`src/rtl/pl_pkg.sv`:
```
package pl_pkg;
    localparam int SAMPLE_W = 16;
    localparam int EXP_W    = 5;
    localparam int ENERGY_W = 32;
    localparam int NCAP     = 2;
    localparam int HOLD     = 16;
endpackage

```
`src/rtl/pl_energy_acc.sv`:
```
module pl_energy_acc #(
    parameter int SAMPLE_W = pl_pkg::SAMPLE_W,
    parameter int ENERGY_W = pl_pkg::ENERGY_W
) (
    input  logic                clk,
    input  logic                rst_n,
    input  logic [SAMPLE_W-1:0] sample_i,
    output logic [ENERGY_W-1:0] energy_o
);
    typedef struct packed {
        logic [ENERGY_W-1:0] total;
    } acc_st_t;

    acc_st_t st_d, st_q;

    always_comb begin
        st_d       = st_q;
        st_d.total = st_q.total + ENERGY_W'(sample_i);
    end

    always_ff @(posedge clk) begin
        if (!rst_n) st_q <= '0;
        else        st_q <= st_d;
    end

    assign energy_o = st_q.total;


    energy_moves_chk: assert property (@(posedge clk) disable iff (!rst_n)
        (sample_i != '0) |=> (energy_o != $past(energy_o)));
endmodule

```
`src/rtl/pl_avg_cap.sv`:
```
module pl_avg_cap #(
    parameter int SAMPLE_W = pl_pkg::SAMPLE_W,
    parameter int EXP_W    = pl_pkg::EXP_W
) (
    input  logic                clk,
    input  logic                rst_n,
    input  logic [SAMPLE_W-1:0] sample_i,
    input  logic                en_i,
    input  logic [SAMPLE_W-1:0] limit_i,
    input  logic [EXP_W-1:0]    exp_i,
    output logic                exceed_o
);
    localparam int SUM_W = SAMPLE_W + (1 << EXP_W) - 1;

    typedef struct packed {
        logic [SUM_W-1:0] sum;
        logic             exceed;
    } cap_st_t;

    cap_st_t          st_d, st_q;
    logic [SUM_W-1:0] avg;

    always_comb begin
        st_d        = st_q;
        st_d.sum    = st_q.sum - (st_q.sum >> exp_i) + SUM_W'(sample_i);
        avg         = st_d.sum >> exp_i;
        st_d.exceed = en_i && (avg > SUM_W'(limit_i));
    end

    always_ff @(posedge clk) begin
        if (!rst_n) st_q <= '0;
        else        st_q <= st_d;
    end

    assign exceed_o = st_q.exceed;


    off_cap_quiet_chk: assert property (@(posedge clk) disable iff (!rst_n)
        !en_i |=> !exceed_o);


    equal_not_over_chk: assert property (@(posedge clk) disable iff (!rst_n)
        (exp_i == '0 && sample_i <= limit_i) |=> !exceed_o);
endmodule

```
`src/rtl/pl_hold.sv`:
```
module pl_hold #(
    parameter int HOLD = pl_pkg::HOLD
) (
    input  logic clk,
    input  logic rst_n,
    input  logic req_i,
    output logic active_o
);
    localparam int CNT_W = $clog2(HOLD);

    typedef struct packed {
        logic [CNT_W-1:0] left;
        logic             active;
    } hold_st_t;

    hold_st_t st_d, st_q;

    always_comb begin
        st_d        = st_q;
        st_d.active = req_i || (st_q.left != '0);
        if (req_i)                  st_d.left = CNT_W'(HOLD - 1);
        else if (st_q.left != '0)   st_d.left = st_q.left - 1'b1;
    end

    always_ff @(posedge clk) begin
        if (!rst_n) st_q <= '0;
        else        st_q <= st_d;
    end

    assign active_o = st_q.active;


    req_raises_chk: assert property (@(posedge clk) disable iff (!rst_n)
        req_i |=> active_o);
endmodule

```
`src/rtl/power_avg_limiter.sv`:
```
module power_avg_limiter #(
    parameter int SAMPLE_W = pl_pkg::SAMPLE_W,
    parameter int EXP_W    = pl_pkg::EXP_W,
    parameter int ENERGY_W = pl_pkg::ENERGY_W,
    parameter int NCAP     = pl_pkg::NCAP,
    parameter int HOLD     = pl_pkg::HOLD
) (
    input  logic                     clk,
    input  logic                     rst_n,
    input  logic [SAMPLE_W-1:0]      sample_i,
    input  logic [NCAP-1:0]          cap_en_i,
    input  logic [NCAP*SAMPLE_W-1:0] cap_limit_i,
    input  logic [NCAP*EXP_W-1:0]    cap_exp_i,
    output logic [ENERGY_W-1:0]      energy_o,
    output logic [NCAP-1:0]          exceed_o,
    output logic                     throttle_o
);
    localparam int QW = $clog2(HOLD) + 1;

    pl_energy_acc #(.SAMPLE_W(SAMPLE_W), .ENERGY_W(ENERGY_W)) u_acc (
        .clk(clk), .rst_n(rst_n), .sample_i(sample_i), .energy_o(energy_o)
    );

    for (genvar i = 0; i < NCAP; i++) begin : g_cap
        pl_avg_cap #(.SAMPLE_W(SAMPLE_W), .EXP_W(EXP_W)) u_cap (
            .clk     (clk),
            .rst_n   (rst_n),
            .sample_i(sample_i),
            .en_i    (cap_en_i[i]),
            .limit_i (cap_limit_i[i*SAMPLE_W +: SAMPLE_W]),
            .exp_i   (cap_exp_i[i*EXP_W +: EXP_W]),
            .exceed_o(exceed_o[i])
        );
    end

    pl_hold #(.HOLD(HOLD)) u_hold (
        .clk(clk), .rst_n(rst_n), .req_i(|exceed_o), .active_o(throttle_o)
    );

    // Checker state: cycles since a flag was last seen, saturating at HOLD.
    logic [QW-1:0] quiet_d, quiet_q;
    always_comb begin
        if (|exceed_o)                 quiet_d = '0;
        else if (quiet_q < QW'(HOLD))  quiet_d = quiet_q + 1'b1;
        else                           quiet_d = quiet_q;
    end
    always_ff @(posedge clk) begin
        if (!rst_n) quiet_q <= QW'(HOLD);
        else        quiet_q <= quiet_d;
    end


    throttle_tail_chk: assert property (@(posedge clk) disable iff (!rst_n)
        throttle_o == (quiet_q < QW'(HOLD)));


    reset_clear_chk: assert property (@(posedge clk)
        $rose(rst_n) |-> (energy_o == '0 && exceed_o == '0 && !throttle_o));
endmodule

```
`config.mk`:
```
export PLATFORM = sky130hd
export DESIGN_NAME = power_avg_limiter
export DESIGN_NICKNAME = d
export VERILOG_FILES = /design/src/rtl/pl_pkg.sv /design/src/rtl/pl_energy_acc.sv /design/src/rtl/pl_avg_cap.sv /design/src/rtl/pl_hold.sv /design/src/rtl/power_avg_limiter.sv
export SDC_FILE = /design/constraint.sdc
export NUM_CORES = 1
export LEC_CHECK = 0
export ABC_CLOCK_PERIOD_IN_PS = 16190
export BUFFER_PORTS_ARGS = -buffer_cell sky130_fd_sc_hd__buf_2
export CORE_ASPECT_RATIO = 2
export CORE_MARGIN = 2
export CORE_UTILIZATION = 50
export CTS_CLUSTER_DIAMETER = 120
export CTS_CLUSTER_SIZE = 20
export DETAILED_ROUTE_END_ITERATION = 10
export GPL_TIMING_DRIVEN = 0
export HOLD_SLACK_MARGIN = 0.03
export PLACE_DENSITY = 0.67
export SETUP_SLACK_MARGIN = 0.5
export SYNTH_ARGS = -nofsm -noshare
export SYNTH_HDL_FRONTEND = slang
export SYNTH_HIERARCHICAL = 1
export SYNTH_SLANG_ARGS = --single-unit
```
`constraint.sdc`:
```
create_clock -name clk -period 16.19 [get_ports clk]
set_input_delay 0.8095 -clock clk [delete_from_list [all_inputs] [get_ports clk]]
set_output_delay 0.8095 -clock clk [all_outputs]
set_load 0.005 [all_outputs]
```
==> flow_summary.yaml, run 1 <==
cts:
  ctsRootBufferMaster: "clkbuf_16"
  cts-hold-fix-buffers: 0
  clock_sinks: 133
  numCtsBuffers: 17
  cts_resized: 0
  htree_levels: 4
  post_cts_buffers: 0
  cts.path.max_buffers: 2
synthesis:
  avgSynthCellArea_um2: 7.321
  ys_ff_latch: 133
  synthArstFlopShare_pct: 0
  synthesis.area_um2: 25290
  synthCells: 3455
  synthesis.nets: 3754
  ys_top_cells_by_count: "454 x nand2_1, 344 x nor2_1, 253 x a21oi_1, 204 x ha_1, 188 x inv_1"
  yosysTopAreaCellShare_pct: 10.53
  yosysUniqueCellTypes: 120
  ys_warn_count: 6
  synthTopCellsByArea: "dfxtp_1 11%, ha_1 10%, mux4_2 7.7%, nand2_1 6.7%, mux2i_1 6.1%"
  synth_top_cell_by_area: "dfxtp_1"
  synth_edf_count: 0
  ys.flop_type: "dfxtp_1"
  yosysMostFrequentCell: "nand2_1"
  ys_seq_area_share_pct: 10.53
grt:
  grt_pass1_wl_um: 281600
  grt_max_degree: 17
  grt_overflow_total: 1130
  first_global_vias: 35940
  grt_usage_pct: 70.44
floorplan:
  start_util_pct: 50.51
  fp.dieH_um: 322.1
  die_x_um: 163.0
  ios: 97
  num_rows: 116
placement:
  place_congestion: 1.195
  place_hpwl_um: 118500
  portBuffers: 93
run_status:
  lastStage: "global routing (5_1_grt)"
  error: "[ERROR GRT-0116] Global routing finished with congestion. Check the congestion regions in the DRC Viewer."
  outcome: "stopped before the end"
## through the flow
step | area, um^2 | hold slack (ps) | utilization (%) | worst slack (ps) | std cells
detailed placement | 26600 | 478.8 | 53.11 | 3496 | 4200
global placement | 26570 | 457.7 | 53.07 | 3021 | 4197
CTS | 27200 | 487.9 | 54.32 | 3955 | 4232
floorplan | 25290 | 462.3 | - | 7171 | 3455
## per-layer routing
layer  track usage [%]  GRT overflow
met5             13.54             0
met4             76.52           269
met3             48.88             4
met2             96.35           857
met1             64.06             0
## cell families after synthesis
logic type / after synthesis / share of synthesized area (%)
XOR/XNOR: 97 / 3.359
buffers and inverters: 426 / 6.787
flip-flops: 133 / 10.53
multiplexers: 275 / 15.39
AND/OR/NAND/NOR: 1281 / 23.54
adder cells (fa/ha/maj): 237 / 12.70
AO/OA/AOI/OAI: 1006 / 27.70
==> inputs of run 2 (changes only) <==
Settings changed: CORE_ASPECT_RATIO 2 to not set, CORE_UTILIZATION 50 to 35, CTS_CLUSTER_DIAMETER 120 to not set, CTS_CLUSTER_SIZE 20 to not set, HOLD_SLACK_MARGIN 0.03 to not set, PLACE_DENSITY 0.67 to not set, PLACE_DENSITY_LB_ADDON set to 0.15, SETUP_SLACK_MARGIN 0.5 to not set.
==> flow_summary.yaml, run 2 <==
run_status:
  outcome: "complete, no violations"
final_layout:
  layout_common_cells: "454 x nand2_1, 344 x nor2_1, 253 x a21oi_1"
  final_net_count: 3866
  final_common_cell: "nand2_1"
  n_fill_cell: 7691
  diodes: 0
  largest_reg_flops: 94
  syn_to_final_growth_pct: 8.919
  drive_gt1_share_pct: 11.82
  largest-register: "g_cap.u_cap/st_q"
  fin_cells: 4530
worst_setup_path:
  reg2regPathDepth: 33
  cp_max_fo: 10
  cp-end-kind: "flop"
  r2r-end: "g_cap[0].u_cap/exceed_o"
  critical_path_arrival_ps: 12660
  startpoint: "cap_exp_i[0]"
  r2r-start: "g_cap[0].u_cap/st_q[47]"
  cp_slowest_cell: "a2111oi_0"
  critical-path-max-stage-delay_ps: 1170
  critPathKind: "in -> reg"
  crit_top_cell: "a21oi_1"
  r2r_slack_ps: 6220
  cp.required_ps: 16540
  setup.worst_path.end: "g_cap[0].u_cap/exceed_o"
  crit_path_start_kind: "primary input"
floorplan:
  start_util_pct: 35.38
  core_um2: 71490
  fp.dieH_um: 272.8
  die_area_um2: 74440
  num_rows: 98
  ios: 97
  die_x_um: 272.8
grt:
  grt_pass1_wl_um: 180500
  grt_max_degree: 17
  first_global_vias: 26780
  antenna_found_initial: 1
  grt_usage_pct: 32.70
  grt_overflow_total: 0
synthesis:
  synthArstFlopShare_pct: 0
  synth_adder_area_share_pct: 12.70
  yosysMostFrequentCell: "nand2_1"
  synthesis.nets: 3754
  ys_top_cells_by_count: "454 x nand2_1, 344 x nor2_1, 253 x a21oi_1, 204 x ha_1, 188 x inv_1"
  synth-compound-area-share_pct: 27.70
  ys_seq_area_share_pct: 10.53
  avgSynthCellArea_um2: 7.321
  synthesis.area_um2: 25290
  synthTopCellsByArea: "dfxtp_1 11%, ha_1 10%, mux4_2 7.7%, nand2_1 6.7%, mux2i_1 6.1%"
  synthCells: 3455
  synth_top_family_by_area: "compound AO/OA/AOI/OAI gates"
  yosysTopAreaCellShare_pct: 10.53
  synthSimpleGateAreaFrac_pct: 23.54
  synth-xor-area-share_pct: 3.359
  yosysUniqueCellTypes: 120
  ys.flop_type: "dfxtp_1"
  synth_edf_count: 0
  synthMuxAreaShare_pct: 15.39
  synth_top_cell_by_area: "dfxtp_1"
  ys_warn_count: 6
  ys_ff_latch: 133
placement:
  place_congestion: 1.013
  placed_cells: 4498
  portBuffers: 93
  place_hpwl_um: 102000
sta:
  max_slew_margin_pct: 6.456
  period_share_pct: 76.05
  tightest_slew_ps: 1368
  finalSetupViolations: 0
  finClkSkew_ps: 19.89
  rsz0062_at_grt: "false"
  fin_crit_ps: 12310
  final-hold-violation-count: 0
  setup_tns_ps: 0
  fmax_mhz: 81.22
  slew_viol_final: 0
cts:
  path_clk_slew_ps: 80
  cts_resized: 0
  cts_tree: "built"
  numCtsBuffers: 17
  clock_latency_ps: 500
  ctsRootBufferMaster: "clkbuf_16"
  cts-hold-fix-buffers: 0
  clock_sinks: 133
  htree_levels: 4
  post_cts_buffers: 0
  cts.path.max_buffers: 2
route:
  viasPerCell: 6.336
  drt-total-wl_um: 124500
  first_iter_violations: 3267
  vias: 28700
  drtPass1Iterations: 6
  drc_errors: 0
  ant_nets: 0
  wl_per_cell_um: 27.49
job:
  cap_viol_max_count: 0
worst_hold_path:
  holdCritPathClass: "reg -> reg"
run 2: cell counts after synthesis:
No cell type changed its count.
run 2: worst min-delay path by stage:
stage                             startpoint            endpoint  cells after the start  slack (ps)
final                     u_acc/energy_o[27]  u_acc/energy_o[27]                      2         480
after CTS                 u_acc/energy_o[31]  u_acc/energy_o[31]                      2         480
after floorplan           u_acc/energy_o[31]  u_acc/energy_o[31]                      2         460
after global routing      u_acc/energy_o[31]  u_acc/energy_o[31]                      2         520
after global placement    u_acc/energy_o[31]  u_acc/energy_o[31]                      2         460
after detailed placement  u_acc/energy_o[31]  u_acc/energy_o[31]                      2         470
run 2: logic make-up after synthesis:
family	after synthesis
compound gates	1006
xor+xnor	97
fa+ha+maj	237
buf+inv	426
flops	133
mux	275
simple gates	1281
run 2: area by class of cell:
type | count | area (um^2) | area share (%)
well taps | 950 | 1189 | 4.314
repair buffers | 93 | 465.4 | 1.689
plain buffers | 233 | 992.2 | 3.601
inverters | 193 | 724.4 | 2.630
clock inverters | 15 | 176.4 | 0.6404
multi-input cells | 2896 | 20920 | 75.92
flip-flops and latches | 133 | 2663 | 9.664
clock buffers | 17 | 425.4 | 1.544
run 2: worst max-delay path, delay by kind of cell:
| family | cells | cell delay [ps] |
|---|---|---|
| compound gates | 20 | 6180 |
| buf+inv | 8 | 2960 |
| mux | 2 | 790 |
| simple gates | 5 | 980 |
| fa+ha+maj | 3 | 920 |
run 2: metal layers:
| layer | GRT usage, % | share of wire (%) | vias up |
|---|---|---|---|
| met5 | 0 | 0.010 | - |
| met4 | 19.25 | 6.9 | 2 |
| met3 | 5.351 | 7.9 | 404 |
| met2 | 51.94 | 44 | 1608 |
| met1 | 41.75 | 41 | 13720 |
| li1 | - | - | 12970 |
run 2: through the flow:
stage          setup slack [ps]  cell area, um^2  util (%)  hold slack, ps
6_report                   3877            27550     38.54           482.5
5_1_grt                    3707            27550     38.54           518.8
4_1_cts                    4513            27550     38.54           482.4
3_5_place_dp               3996            26950     37.70           470.5
3_3_place_gp               3885            26950     37.70           461.7
2_1_floorplan              7171            25290         -           462.3
Power of run 2 is left out: the tool's default activity adds up to more than one toggle a clock period on the data nets, which glitch-free logic cannot reach.
==> inputs of run 3 (changes only) <==
Settings changed: ABC_CLOCK_PERIOD_IN_PS 16190 to 11600.
Clock period 16.19 ns to 11.6 ns, I/O delays scaled along.
==> flow_summary.yaml, run 3 (synthesis gave the netlist of run 2 again) <==
run_status:
  outcome: "complete, no violations"
floorplan:
  die_area_um2: 74440
  start_util_pct: 35.38
  ios: 97
  num_rows: 98
  core_um2: 71490
  die_x_um: 272.8
  fp.dieH_um: 272.8
worst_setup_path:
  crit_top_cell: "a21oi_1"
  critPathKind: "in -> reg"
  critical-path-max-stage-delay_ps: 890
  cp.required_ps: 11940
  reg2regPathDepth: 33
  r2r-start: "g_cap[0].u_cap/st_q[47]"
  crit_path_start_kind: "primary input"
  r2r-end: "g_cap[0].u_cap/exceed_o"
  r2r_slack_ps: 2000
  cp-end-kind: "flop"
  critical_path_arrival_ps: 11700
  cp_max_fo: 10
  cp_slowest_cell: "a2111oi_1"
route:
  drc_errors: 0
  drtPass1Iterations: 6
  vias: 28650
  drt-total-wl_um: 124500
  viasPerCell: 6.323
  wl_per_cell_um: 27.49
  first_iter_violations: 3366
  ant_nets: 0
grt:
  gr-usage-met2_pct: 51.94
  gr-usage-met1_pct: 41.75
  antenna_found_initial: 1
  globalRouteMet3Util_pct: 5.351
  first_global_vias: 26780
  grt_overflow_total: 0
  grt_max_degree: 17
  grt_usage_pct: 32.70
  grt_pass1_wl_um: 180500
  top_usage_layer: "met2"
worst_hold_path:
  hp-start: "u_acc/energy_o[27]"
  hold-path-endpoint: "u_acc/energy_o[27]"
  holdPathStages: 2
  holdCritPathClass: "reg -> reg"
final_layout:
  layout_common_cells: "454 x nand2_1, 344 x nor2_1, 253 x a21oi_1"
  diodes: 0
  final_net_count: 3866
  final_core_util_pct: 38.58
  syn_to_final_growth_pct: 9.043
  drive_gt1_share_pct: 12.12
  largest-register: "g_cap.u_cap/st_q"
  largest_reg_flops: 94
  final_common_cell: "nand2_1"
cts:
  clock_latency_ps: 500
  ctsRootBufferMaster: "clkbuf_16"
  numCtsBuffers: 17
  cts.path.max_buffers: 2
  htree_levels: 4
  path_clk_slew_ps: 80
  cts_resized: 0
  cts-hold-fix-buffers: 0
  clock_sinks: 133
  post_cts_buffers: 0
  cts_tree: "built"
sta:
  period_share_pct: 97.91
  finClkSkew_ps: 16.47
  fin_crit_ps: 11360
  fmax_mhz: 88.05
  finalSetupViolations: 0
  tightest_slew_ps: 1295
  slew_viol_final: 0
  final-hold-violation-count: 0
  setup_slack_ps: 242.2
  max_slew_margin_pct: 11.43
  rsz0062_at_grt: "false"
job:
  cap_viol_max_count: 0
placement:
  dp_slack_ps: -364.2
  place_hpwl_um: 102000
  portBuffers: 93
  place_congestion: 1.013
[run 3: how the worst max path moves through the flow]
stage	from	to	slack, ps	cells after the start
after floorplan	cap_exp_i[0]	g_cap[0].u_cap/exceed_o	2810	42
after global placement	cap_exp_i[0]	g_cap[0].u_cap/exceed_o	-480	39
after detailed placement	cap_exp_i[0]	g_cap[0].u_cap/exceed_o	-360	41
after CTS	cap_exp_i[0]	g_cap[0].u_cap/exceed_o	150	41
after global routing	cap_exp_i[7]	g_cap[1].u_cap/exceed_o	20	40
final	cap_exp_i[0]	g_cap[0].u_cap/exceed_o	240	37
[run 3: routing by layer]
layer	share of wire (%)	wire (um)
met5	0.010	13
met4	6.8	8408
met3	8.0	10000
met2	45	55550
met1	41	50550
[run 3: per-stage QoR]
step	instances	hold WS (ps)	setup TNS, ps	cell area [um^2]
2_1_floorplan	3455	462.3	0	25290
3_3_place_gp	4498	461.7	-845.5	26950
3_5_place_dp	4498	470.5	-717.0	26950
4_1_cts	4530	482.4	0	27550
5_1_grt	4530	518.8	0	27580
6_report	4530	482.6	0	27580
[run 3: cell type report]
| class | count | area (um^2) |
|---|---|---|
| buffer | 233 | 1010 |
| clock buffer | 17 | 425.4 |
| clock inverter | 15 | 176.4 |
| fill | 7688 | 43900 |
| inverter | 193 | 724.4 |
| multi-input combinational | 2896 | 20930 |
| sequential | 133 | 2663 |
| tap | 950 | 1189 |
| timing repair buffer | 93 | 465.4 |
[run 3: critical path, delay by kind of cell]
kind | cells | cell delay, ps
AO/OA/AOI/OAI | 19 | 5690
adder cells (fa/ha/maj) | 3 | 920
multiplexers | 3 | 1090
buffers and inverters | 7 | 2440
AND/OR/NAND/NOR | 5 | 970
Power of run 3 is left out for the same reason.
